<file path="config.mk">
export PLATFORM = sky130hd
export DESIGN_NAME = irq_hub
export DESIGN_NICKNAME = d
export VERILOG_FILES = /design/src/rtl/irq_hub_pkg.sv /design/src/rtl/irq_cfg_regs.sv /design/src/rtl/irq_gateway.sv /design/src/rtl/irq_ctx_arb.sv /design/src/rtl/irq_hub.sv
export SDC_FILE = /design/constraint.sdc
export NUM_CORES = 1
export LEC_CHECK = 0
export ABC_AREA = 0
export BUFFER_PORTS_ARGS = -buffer_cell sky130_fd_sc_hd__buf_2
export CORE_MARGIN = 2
export CORE_UTILIZATION = 30
export DETAILED_ROUTE_END_ITERATION = 8
export PLACE_DENSITY = 0.55
export SETUP_SLACK_MARGIN = 0.05
export SLEW_MARGIN = 30
export SYNTH_ARGS = -nofsm -noshare
export SYNTH_HDL_FRONTEND = slang
export SYNTH_SLANG_ARGS = --single-unit
</file>
<file path="constraint.sdc">
create_clock -name clk -period 17.9 [get_ports clk]
set_input_delay 3.58 -clock clk [delete_from_list [all_inputs] [get_ports clk]]
set_output_delay 3.58 -clock clk [all_outputs]
set_load 0.05 [all_outputs]
</file>
<file path="src/rtl/irq_hub_pkg.sv">
package irq_hub_pkg;
  localparam int REGION_W = 3;

  typedef enum logic [REGION_W-1:0] {
    RG_PRIO   = 3'd0,
    RG_MODE   = 3'd1,
    RG_ENABLE = 3'd2,
    RG_THRESH = 3'd3
  } cfg_region_e;

  localparam int MODE_IDX_EDGE  = 0;
  localparam int MODE_IDX_QUEUE = 1;
endpackage

</file>
<file path="src/rtl/irq_cfg_regs.sv">
module irq_cfg_regs
  import irq_hub_pkg::*;
#(
  parameter int N_SRC  = 10,
  parameter int N_CTX  = 3,
  parameter int PRIO_W = 3,
  parameter int ADDR_W = 8,
  parameter int DATA_W = 32
) (
  input  logic                            clk,
  input  logic                            rst,
  input  logic                            we,
  input  logic [ADDR_W-1:0]               addr,
  input  logic [DATA_W-1:0]               wdata,
  output logic [N_SRC:0][PRIO_W-1:0]      prio_o,
  output logic [N_SRC:0]                  edge_o,
  output logic [N_SRC:0]                  queue_o,
  output logic [N_CTX-1:0][N_SRC:0]       en_o,
  output logic [N_CTX-1:0][PRIO_W-1:0]    thr_o
);
  localparam int IDX_W = ADDR_W - REGION_W;

  cfg_region_e      region;
  logic [IDX_W-1:0] idx;
  logic             cfg_unused_bits;

  assign region          = cfg_region_e'(addr[ADDR_W-1 -: REGION_W]);
  assign idx             = addr[IDX_W-1:0];
  assign cfg_unused_bits = ^wdata;

  always_ff @(posedge clk) begin
    if (rst) begin
      prio_o  <= '0;
      edge_o  <= '0;
      queue_o <= '0;
      en_o    <= '0;
      thr_o   <= '0;
    end else if (we) begin
      case (region)
        RG_PRIO: begin
          for (int s = 1; s <= N_SRC; s++)
            if (idx == IDX_W'(s)) prio_o[s] <= wdata[PRIO_W-1:0];
        end
        RG_MODE: begin
          if (idx == IDX_W'(MODE_IDX_EDGE))  edge_o  <= {wdata[N_SRC:1], 1'b0};
          if (idx == IDX_W'(MODE_IDX_QUEUE)) queue_o <= {wdata[N_SRC:1], 1'b0};
        end
        RG_ENABLE: begin
          for (int c = 0; c < N_CTX; c++)
            if (idx == IDX_W'(c)) en_o[c] <= {wdata[N_SRC:1], 1'b0};
        end
        RG_THRESH: begin
          for (int c = 0; c < N_CTX; c++)
            if (idx == IDX_W'(c)) thr_o[c] <= wdata[PRIO_W-1:0];
        end
        default: ;
      endcase
    end
  end
endmodule

</file>
<file path="src/rtl/irq_gateway.sv">
module irq_gateway #(
  parameter int QDEPTH = 4
) (
  input  logic clk,
  input  logic rst,
  input  logic src_i,
  input  logic edge_mode_i,
  input  logic queue_mode_i,
  input  logic claim_i,
  input  logic complete_i,
  output logic pend_o,
  output logic active_o
);
  localparam int CNT_W = $clog2(QDEPTH + 1);

  logic             prev_q;
  logic [CNT_W-1:0] cnt_q;
  logic             rise;
  logic             has_q;
  logic             room;

  assign rise  = src_i & ~prev_q;
  assign has_q = (cnt_q != '0);
  assign room  = (cnt_q != CNT_W'(QDEPTH));

  always_ff @(posedge clk) begin
    if (rst) begin
      prev_q   <= 1'b0;
      cnt_q    <= '0;
      pend_o   <= 1'b0;
      active_o <= 1'b0;
    end else begin
      prev_q <= src_i;
      if (!edge_mode_i) begin
        cnt_q <= '0;
        if (claim_i) begin
          pend_o   <= 1'b0;
          active_o <= 1'b1;
        end else if (complete_i) begin
          active_o <= 1'b0;
          pend_o   <= src_i;
        end else begin
          pend_o <= src_i & ~active_o;
        end
      end else begin
        if (claim_i) begin
          pend_o   <= 1'b0;
          active_o <= 1'b1;
          if (rise && queue_mode_i && room) cnt_q <= cnt_q + 1'b1;
        end else if (complete_i) begin
          active_o <= 1'b0;
          pend_o   <= has_q | rise;
          if (has_q && !(rise && queue_mode_i)) cnt_q <= cnt_q - 1'b1;
        end else if (active_o) begin
          if (rise && queue_mode_i && room) cnt_q <= cnt_q + 1'b1;
        end else if (rise) begin
          pend_o <= 1'b1;
        end
      end
    end
  end

  AST_PEND_ACTIVE_EXCL: assert property (@(posedge clk) disable iff (rst) !(pend_o && active_o));
  AST_HELD_UNTIL_DONE: assert property (@(posedge clk) disable iff (rst) (active_o && !complete_i) |=> active_o);
  AST_CLAIM_TAKES: assert property (@(posedge clk) disable iff (rst) claim_i |=> (active_o && !pend_o));
  AST_NO_OVERFLOW: assert property (@(posedge clk) disable iff (rst) cnt_q <= CNT_W'(QDEPTH));
  AST_DROP_NO_GROWTH: assert property (@(posedge clk) disable iff (rst) !queue_mode_i |=> cnt_q <= $past(cnt_q));
endmodule

</file>
<file path="src/rtl/irq_ctx_arb.sv">
module irq_ctx_arb #(
  parameter int N_SRC  = 10,
  parameter int PRIO_W = 3,
  parameter int IDW    = 4
) (
  input  logic [N_SRC:0]             elig_i,
  input  logic [N_SRC:0][PRIO_W-1:0] prio_i,
  output logic [IDW-1:0]             win_id_o,
  output logic [PRIO_W-1:0]          win_prio_o
);
  logic arb_unused_bits;
  assign arb_unused_bits = elig_i[0] ^ (^prio_i[0]);

  always_comb begin
    win_id_o   = '0;
    win_prio_o = '0;
    for (int s = N_SRC; s >= 1; s--) begin
      if (elig_i[s] && (prio_i[s] != '0) && (prio_i[s] >= win_prio_o)) begin
        win_id_o   = IDW'(s);
        win_prio_o = prio_i[s];
      end
    end
  end
endmodule

</file>
<file path="src/rtl/irq_hub.sv">
module irq_hub
  import irq_hub_pkg::*;
#(
  parameter int               N_SRC       = 10,
  parameter int               N_CTX       = 3,
  parameter int               PRIO_W      = 3,
  parameter int               QDEPTH      = 4,
  parameter int               ADDR_W      = 8,
  parameter int               DATA_W      = 32,
  parameter logic [N_CTX-1:0] CTX_PRESENT = {1'b0, {(N_CTX-1){1'b1}}},
  localparam int              IDW         = $clog2(N_SRC + 1)
) (
  input  logic                       clk,
  input  logic                       rst,
  input  logic [N_SRC:1]             src_i,
  input  logic                       cfg_we,
  input  logic [ADDR_W-1:0]          cfg_addr,
  input  logic [DATA_W-1:0]          cfg_wdata,
  input  logic [N_CTX-1:0]           claim_req_i,
  input  logic [N_CTX-1:0]           cmp_req_i,
  input  logic [N_CTX-1:0][IDW-1:0]  cmp_id_i,
  output logic [N_CTX-1:0]           irq_o,
  output logic [N_CTX-1:0][IDW-1:0]  claim_id_o
);
  localparam int NV = 1 << IDW;

  logic [N_SRC:0][PRIO_W-1:0]    prio_c;
  logic [N_SRC:0]                edge_c, queue_c;
  logic [N_CTX-1:0][N_SRC:0]     en_c;
  logic [N_CTX-1:0][PRIO_W-1:0]  thr_c;

  logic [N_SRC:0]                pend, act;
  logic [NV-1:0]                 pend_v, act_v;
  logic [N_CTX-1:0][NV-1:0]      en_v;
  logic [NV-1:0]                 src_claim, src_cmp;
  logic [N_CTX-1:0]              grant, irq_d;
  logic [N_CTX-1:0][IDW-1:0]     win_id;
  logic [N_CTX-1:0][PRIO_W-1:0]  win_prio;
  logic                          hub_unused_bits;

  irq_cfg_regs #(
    .N_SRC(N_SRC), .N_CTX(N_CTX), .PRIO_W(PRIO_W), .ADDR_W(ADDR_W), .DATA_W(DATA_W)
  ) u_cfg (
    .clk(clk), .rst(rst), .we(cfg_we), .addr(cfg_addr), .wdata(cfg_wdata),
    .prio_o(prio_c), .edge_o(edge_c), .queue_o(queue_c), .en_o(en_c), .thr_o(thr_c)
  );

  assign pend[0] = 1'b0;
  assign act[0]  = 1'b0;

  for (genvar s = 1; s <= N_SRC; s++) begin : g_src
    irq_gateway #(.QDEPTH(QDEPTH)) u_gw (
      .clk(clk), .rst(rst), .src_i(src_i[s]),
      .edge_mode_i(edge_c[s]), .queue_mode_i(queue_c[s]),
      .claim_i(src_claim[s]), .complete_i(src_cmp[s]),
      .pend_o(pend[s]), .active_o(act[s])
    );
  end

  assign pend_v = NV'(pend);
  assign act_v  = NV'(act);
  assign hub_unused_bits = ^{src_claim, src_cmp, edge_c[0], queue_c[0]};

  for (genvar c = 0; c < N_CTX; c++) begin : g_ctx
    assign en_v[c] = NV'(en_c[c]);

    irq_ctx_arb #(.N_SRC(N_SRC), .PRIO_W(PRIO_W), .IDW(IDW)) u_arb (
      .elig_i(pend & en_c[c]), .prio_i(prio_c),
      .win_id_o(win_id[c]), .win_prio_o(win_prio[c])
    );

    assign irq_d[c] = CTX_PRESENT[c] && (win_id[c] != '0) && (win_prio[c] >= thr_c[c]);

    AST_WIN_ELIGIBLE: assert property (@(posedge clk) disable iff (rst)
      (win_id[c] != '0) |-> (pend_v[win_id[c]] && en_v[c][win_id[c]]));
    if (!CTX_PRESENT[c]) begin : g_absent
      AST_ABSENT_SILENT: assert property (@(posedge clk) disable iff (rst)
        !irq_o[c] && (claim_id_o[c] == '0));
    end
  end

  // Lower context indices are served first; a source granted once this cycle is skipped.
  always_comb begin
    src_claim = '0;
    grant     = '0;
    for (int c = 0; c < N_CTX; c++) begin
      if (claim_req_i[c] && CTX_PRESENT[c] && (win_id[c] != '0) && !src_claim[win_id[c]]) begin
        grant[c]             = 1'b1;
        src_claim[win_id[c]] = 1'b1;
      end
    end
  end

  always_comb begin
    src_cmp = '0;
    for (int c = 0; c < N_CTX; c++) begin
      if (cmp_req_i[c] && CTX_PRESENT[c] && (cmp_id_i[c] != '0) &&
          act_v[cmp_id_i[c]] && en_v[c][cmp_id_i[c]])
        src_cmp[cmp_id_i[c]] = 1'b1;
    end
  end

  always_ff @(posedge clk) begin
    if (rst) begin
      irq_o      <= '0;
      claim_id_o <= '0;
    end else begin
      irq_o <= irq_d;
      for (int c = 0; c < N_CTX; c++)
        if (claim_req_i[c]) claim_id_o[c] <= grant[c] ? win_id[c] : '0;
    end
  end

  AST_CLAIM_NEEDS_PEND: assert property (@(posedge clk) disable iff (rst) (src_claim & ~pend_v) == '0);
  AST_CMP_NEEDS_ACTIVE: assert property (@(posedge clk) disable iff (rst) (src_cmp & ~act_v) == '0);
endmodule

</file>
* Word-level counts from Yosys, hierarchy flattened
Memory sizes are Yosys's and may differ from the RTL's.
Index checks and enable logic that the tools add are counted.
** Operators by class
- $add $sub $neg :: 20
- $lt $le $gt $ge :: 29
- Equality and inequality tests :: 53
- Mux-type cells :: 207
- Bitwise gates (word level) :: 64
- Reductions and logical operators :: 190
** Operators with widths (count)
- $mux 3 :: 70
- $mux 1 :: 102
- $reduce_bool 3->1 :: 30
- $mux 4 :: 22
- $logic_and 1x1->1 :: 86
- $ge 3x3->1 :: 20
- $reduce_and 3->1 :: 16
- $ne 4x3->1 const B :: 10
- $ne 4x4->1 const B :: 10
- $reduce_and 2->1 :: 20
- $mux 11 :: 3
- $add 3x1->3 const B :: 10
- $ne 3x2->1 const B :: 10
- $ne 3x3->1 const B :: 10
- $not 1->1 :: 30
- $sub 3x1->3 const B :: 10
- $and 11x11->11 :: 2
- $or 11x11->11 :: 2
- $and 1x1->1 :: 20
- $bmux 1 s4 :: 5
- $eq 5x3->1 const B :: 4
- $lt 4x5->1 const B :: 4
- $reduce_bool 2->1 :: 10
- $reduce_or 2->1 :: 10
- other kinds (14) :: 47
** Word-level totals
- Bits in registers :: 147
- Memory bits (read-only) :: 16
- Input port bits :: 71
- Output and inout port bits :: 15
- Word-level logic and storage cells :: 624
- Memories kept :: 1
** Memory list
- (name not given) :: depth 16, bits a word 1, rd ports 1, clocked after Yosys merged registers in 0, wr ports 0, line irq_hub.sv:87 : if (claim_req_i[c] && CTX_PRESENT[c] && (win_id[c] != '0) && !src_claim[win_id[c]]) begin

* Longest topological paths before layout
- Depth in word-level cells :: 43
- Gate-level depth with buffers :: 75
- Gate-level depth less buffers :: 71

* Modules after synthesis
From an unflattened synthesis, not the netlist that was laid out.
** Second synthesis, totals
- Cells, all modules :: 1346
- Area total of the unflattened synthesis :: 11447.2 µm²
** By module, submodules not included
- irq_cfg_regs :: instances 1, cells an instance 343, area each 3711.1 µm², seq. area each 1781.7 µm²
- irq_gateway :: instances 10, cells an instance 41, area each 360.3 µm², seq. area each 120.1 µm²
- irq_ctx_arb :: instances 2, cells an instance 204, area each 1388.8 µm², seq. area each 0.0 µm²
- irq_hub :: instances 1, cells an instance 185, area each 1355.0 µm², seq. area each 200.2 µm²

* Worst setup path after synthesis
No wires, ideal clock.
- Path kind :: register to register
- Start point :: register g_src[10].u_gw.pend_o
- End point :: register g_src[8].u_gw.cnt_q[1]
- Arrival time :: 14.125 ns
- Setup slack :: 3.657 ns
- Stages on the path, launching flop included :: 71
- Buffers on the path :: 2
- Period minus slack after synthesis :: 14.243 ns
- Cells stage by stage :: dfxtp_1 -> clkbuf_1 -> and3_1 -> inv_1 -> ha_1 -> a21oi_1 -> o21ai_2 -> nand2_1 -> mux2i_1 -> inv_1 -> ha_1 -> o21ai_0 -> a211o_1 -> o22a_2 -> buf_6 -> nand2_1 -> o21ai_0 -> ha_1 -> [35 not listed] -> nand2b_1 -> a21oi_1 -> nor2b_1 -> o211ai_1 -> mux2_2 -> ha_1 -> nand2b_1 -> a21oi_1 -> nor2b_1 -> o211a_1 -> nor2_1 -> nand2_1 -> a31oi_1 -> nand3_1 -> a21oi_1 -> nand2_1 -> or4_1 -> o2111a_1
** Between the ends
- Word-level cells in the longest chain between the ends :: 43
- Elaborated cells between the ends (all ways) :: 109
- Those cells by class :: 22 x order compare; 1 x eq/ne; 48 x mux; 3 x bitwise; 34 x reduce/logical; 1 x memory
** Ends and longest elaborated chain
- start, declared :: line irq_gateway.sv:11 : output logic pend_o,
- start signal, assigned :: line irq_gateway.sv:41 : pend_o <= src_i;
- start signal, assigned :: line irq_gateway.sv:43 : pend_o <= src_i & ~active_o;
- start signal, assigned :: line irq_gateway.sv:52 : pend_o <= has_q | rise;
- $and 11x11->11 :: line irq_hub.sv:68 : .elig_i(pend & en_c[c]), .prio_i(prio_c),
- $logic_and 1x1->1 (2 in series) :: line irq_ctx_arb.sv:18 : if (elig_i[s] && (prio_i[s] != '0) && (prio_i[s] >= win_prio_o)) begin
- $mux 3 :: line irq_ctx_arb.sv:18
- $ge 3x3->1 :: line irq_ctx_arb.sv:18
- $logic_and 1x1->1 :: line irq_ctx_arb.sv:18
- $mux 3 :: line irq_ctx_arb.sv:18
- $ge 3x3->1 :: line irq_ctx_arb.sv:18
- $logic_and 1x1->1 :: line irq_ctx_arb.sv:18
- [26 not listed]
- $mux 16 :: line irq_hub.sv:87
- $bmux 1 s4 :: line irq_hub.sv:87
- $mux 1 (implied by the code) :: line irq_hub.sv:87
- $logic_not 1->1 :: line irq_hub.sv:87
- $logic_and 1x1->1 :: line irq_hub.sv:87
- $mux 11 * :: line irq_hub.sv:87
- $ne 3x2->1 (no line) or $reduce_bool 3->1 (tied branches)
- $reduce_and 2->1 (no line)
- end signal, assigned :: line irq_gateway.sv:49 : if (rise && queue_mode_i && room) cnt_q <= cnt_q + 1'b1;
- end signal, assigned :: line irq_gateway.sv:53 : if (has_q && !(rise && queue_mode_i)) cnt_q <= cnt_q - 1'b1;
- end signal, assigned :: line irq_gateway.sv:55 : if (rise && queue_mode_i && room) cnt_q <= cnt_q + 1'b1;
- end, declared :: line irq_gateway.sv:17 : logic [CNT_W-1:0] cnt_q;
Every way passes the cells marked *; elsewhere a longest branch is shown, timed or not. The select of a mux whose other input is x is not followed.
A chain may end at the register's enable or synchronous reset.

* Final worst setup path
- Start point :: register g_src[10].u_gw.pend_o
- End point :: register g_src[10].u_gw.cnt_q[1]
** Between the ends
- Word-level cells in the longest chain between the ends :: 43
- Elaborated cells between the ends (all ways) :: 109
- Those cells by class :: 22 x order compare; 1 x eq/ne; 48 x mux; 3 x bitwise; 34 x reduce/logical; 1 x memory
** Ends and longest elaborated chain (line)
- $and 11x11->11 :: irq_hub.sv:68
- $logic_and 1x1->1 (2 in series) :: irq_ctx_arb.sv:18
- $mux 3 :: irq_ctx_arb.sv:18
- $ge 3x3->1 :: irq_ctx_arb.sv:18
- $logic_and 1x1->1 :: irq_ctx_arb.sv:18
- $mux 3 :: irq_ctx_arb.sv:18
- $ge 3x3->1 :: irq_ctx_arb.sv:18
- $logic_and 1x1->1 :: irq_ctx_arb.sv:18
- [26 not listed]
- $mux 16 :: irq_hub.sv:87
- $bmux 1 s4 :: irq_hub.sv:87
- $mux 1 (implied by the code) :: irq_hub.sv:87
- $logic_not 1->1 :: irq_hub.sv:87
- $logic_and 1x1->1 :: irq_hub.sv:87
- $mux 11 * :: irq_hub.sv:87
- $ne 3x2->1 (no line) or $reduce_bool 3->1 (tied branches)
- $reduce_and 2->1 (no line)
- end signal, assigned :: irq_gateway.sv:49
- end signal, assigned :: irq_gateway.sv:53
- end signal, assigned :: irq_gateway.sv:55
- end, declared :: irq_gateway.sv:17
Marks and branches as above.

==> metrics <==
Max Buffers Root-to-Sink 2; Cell Area, Placed 0.01137 mm²; Area growth, synth to finish 12.41%; Critical Path Source Type flop; Setup-failing EPs final 0; CTS Buf Count 17; CP Max Fanout 13; setup bufs post-CTS 0; initial core utilization 30.22%; PD cells 62.02 mW/mm²; GR Overflow Total 0; clk_skew about 0.013 ns; post-synth cell types 97; cell mode on critical path ha_1; Fin. Hold Viols 0; CTS tree built; worst-margin pin slew 1.019 ns; worst-skew pair later-pin latency 0.44 ns; worst vdd ir 0.05052 mV; hold_buf cts 0; Final Slew Violations 0; mapped cell area approximately 0.011 mm²; worst path bufs/invs 2; Hold Crit Class flop to flop; top cells by count, synth nor2_1, dfxtp_1, nand2_1; synth warn 0; Synth area leader dfxtp_1; CP Data Required Time 18.25 ns; Die X 192.6 µm; final cell count without fillers between 1500 and 2000; fraction of layout instances using a drive strength above 1 10.69%; global-route wire length before repair 50110 µm; Root Driver clkbuf_16; Leak 0.004780 µW; Core Box Area 0.03531 mm²; cell count after synthesis 1323; Filler Cell Count about 3600; via count 9831; # IOs 86; Final TNS setup 0 ns; maxcap violations 0; maximum level of the CTS H-tree 4; drt total wl 31290 µm; register area a little under 0.003 mm²; antenna cells 0; Period Utilization, post-route around 94%; Tot GR Track Use 17.16%; Period minus WS final between 15 and 20 ns; Primary FF master, synth dfxtp_1; Rows 69; CP Capture Type flop; Port Buffers 53; crit path kind flop to flop; vias in the first global route 9216; critical path's top delay family simple AND/OR/NAND/NOR gates; Worst slew margin 31.90%; starting DRC count in detailed routing 675; dpl cells 1805; Via density roughly 5.4; outcome finished clean; fin area ~0.012 mm²; Post-DRT Antenna Nets 0; most frequent cell after synthesis nor2_1; top post-synthesis cells by area dfxtp_1, mux2i_1, ha_1; Die ar. 0.03709 mm²; share of the yosys chip area belonging to registers between 20% and 30%; Pre-antenna DRT Iters 5; Post-route DRC 0; critical path's slowest cell or3_1; final HPWL from detailed placement around 24000 µm; die height 192.6 µm; Synth Register Bits 146; placer congestion estimate roughly 0.9; critical path's largest stage delay 0.59 ns; area of the multi-input gates 0.007303 mm²; CTS clk-pin slew, worst paths 0.07 ns; RSZ-0062 raised after global routing no; Sink Count 146; Data arrival, critical path 17.08 ns; Synth Area per Inst ~8.1 µm²; WL per Instance roughly 17 µm; layout net count 1513; largest net degree at the start of global routing 78; EDFF count, synth 0; Synth top area share around 27%; highest clock rate 59.74 MHz; initial antenna violation count 0; FF-to-FF setup slack 1.16 ns; fraction of registers with async set/reset 0%
through the flow:
stage               worst slack, ns  utilization [%]  hold slack, ns  power [µW]
floorplan                     3.657                -          0.4509       354.7
global placement              1.135            32.20          0.4615       368.4
detailed placement            1.026            32.20          0.4571       368.8
CTS                          0.9711            33.94          0.4757       752.8
global route                 0.1554            33.97          0.4942       770.3
finish                        1.162            33.97          0.4726       743.9
worst paths after layout:
kind,endpoint,startpoint,cells past startpoint
setup / recovery,g_src[10].u_gw.cnt_q[1],g_src[10].u_gw.pend_o,68
hold / removal,claim_id_o[3],claim_id_o[3],2
setup reg to reg,g_src[10].u_gw.cnt_q[1],g_src[10].u_gw.pend_o,68
hold reg to reg,claim_id_o[3],claim_id_o[3],2
worst min-delay path, cell delays in order (launching register included):
cell and delay (ns):
dfxtp_1 0.31, nand2b_1 0.06, a21oi_1 0.06
state kept, by name, indices dropped and copies added (netlist names):
name and count:
u_cfg.queue_o 10, u_cfg.en_o 20, u_cfg.prio_o 30, claim_id_o 8
u_cfg.thr_o 6, g_src.u_gw.cnt_q 30, irq_o 2, g_src.u_gw.active_o 10
u_cfg.edge_o 10, g_src.u_gw.prev_q 10, g_src.u_gw.pend_o 10
cell families (layout without fill, tap and decap cells):
logic type      Yosys count  count (layout)  synth area share [%]
other cells               1               5               0.03514
compound gates          307             307                 20.63
flops                   146             146                 27.39
fa+ha+maj                82              82                 9.580
xor+xnor                  5               5                0.4104
mux                     125             125                 12.27
simple gates            540             540                 25.30
buf+inv                 117             165                 4.386
metal layers:
metal	part of all wire, %	up-vias	wire [µm]	GRT usage, %
met5	0	-	0	0
li1	-	4858	-	-
met1	48	4683	14970	23.05
met3	3.9	44	1210	2.455
met2	46	246	14320	28.15
met4	2.5	0	791	5.637
cell type report:
class | instances | share of cell area [%]
well taps | 461 | 4.809
multi-input cells | 1064 | 60.89
repair buffers | 54 | 2.295
inverters | 80 | 2.504
clock buffers | 18 | 3.662
flip-flops and latches | 146 | 24.37
clock inverters | 13 | 1.471
cell usage in the layout, fill, tap and decap left out, types with 7 or more instances in the layout:
master	count
a211o_1	7
nor3b_1	13
nor4_1	7
and2_1	11
inv_1	80
and3_1	19
mux2i_1	103
o21a_1	8
nand3b_1	13
or3_1	16
clkbuf_16	17
a21o_1	16
nand2b_1	37
a211oi_1	7
dfxtp_1	146
o21ai_0	44
nor2_1	165
nor3_1	24
nand3_1	34
mux2_2	18
a21oi_1	75
nand4_1	8
nor2b_1	40
o211ai_1	12
nand2_1	119
buf_2	52
ha_1	79
o31a_1	7
o22ai_1	7
a31oi_1	24
where the power goes:
part           internal (µW)  leakage, µW  switching (µW)
clock                    225     0.000292             157
combinational           9.72      0.00331            21.4
sequential               327      0.00118            3.11
repair_timing:
item                                   CTS  global route
gates resized for setup                  0             4
endpoints found under the hold margin    0             0
setup endpoints to repair                0             6
Note: power is estimated with default switching activity, not from simulation.
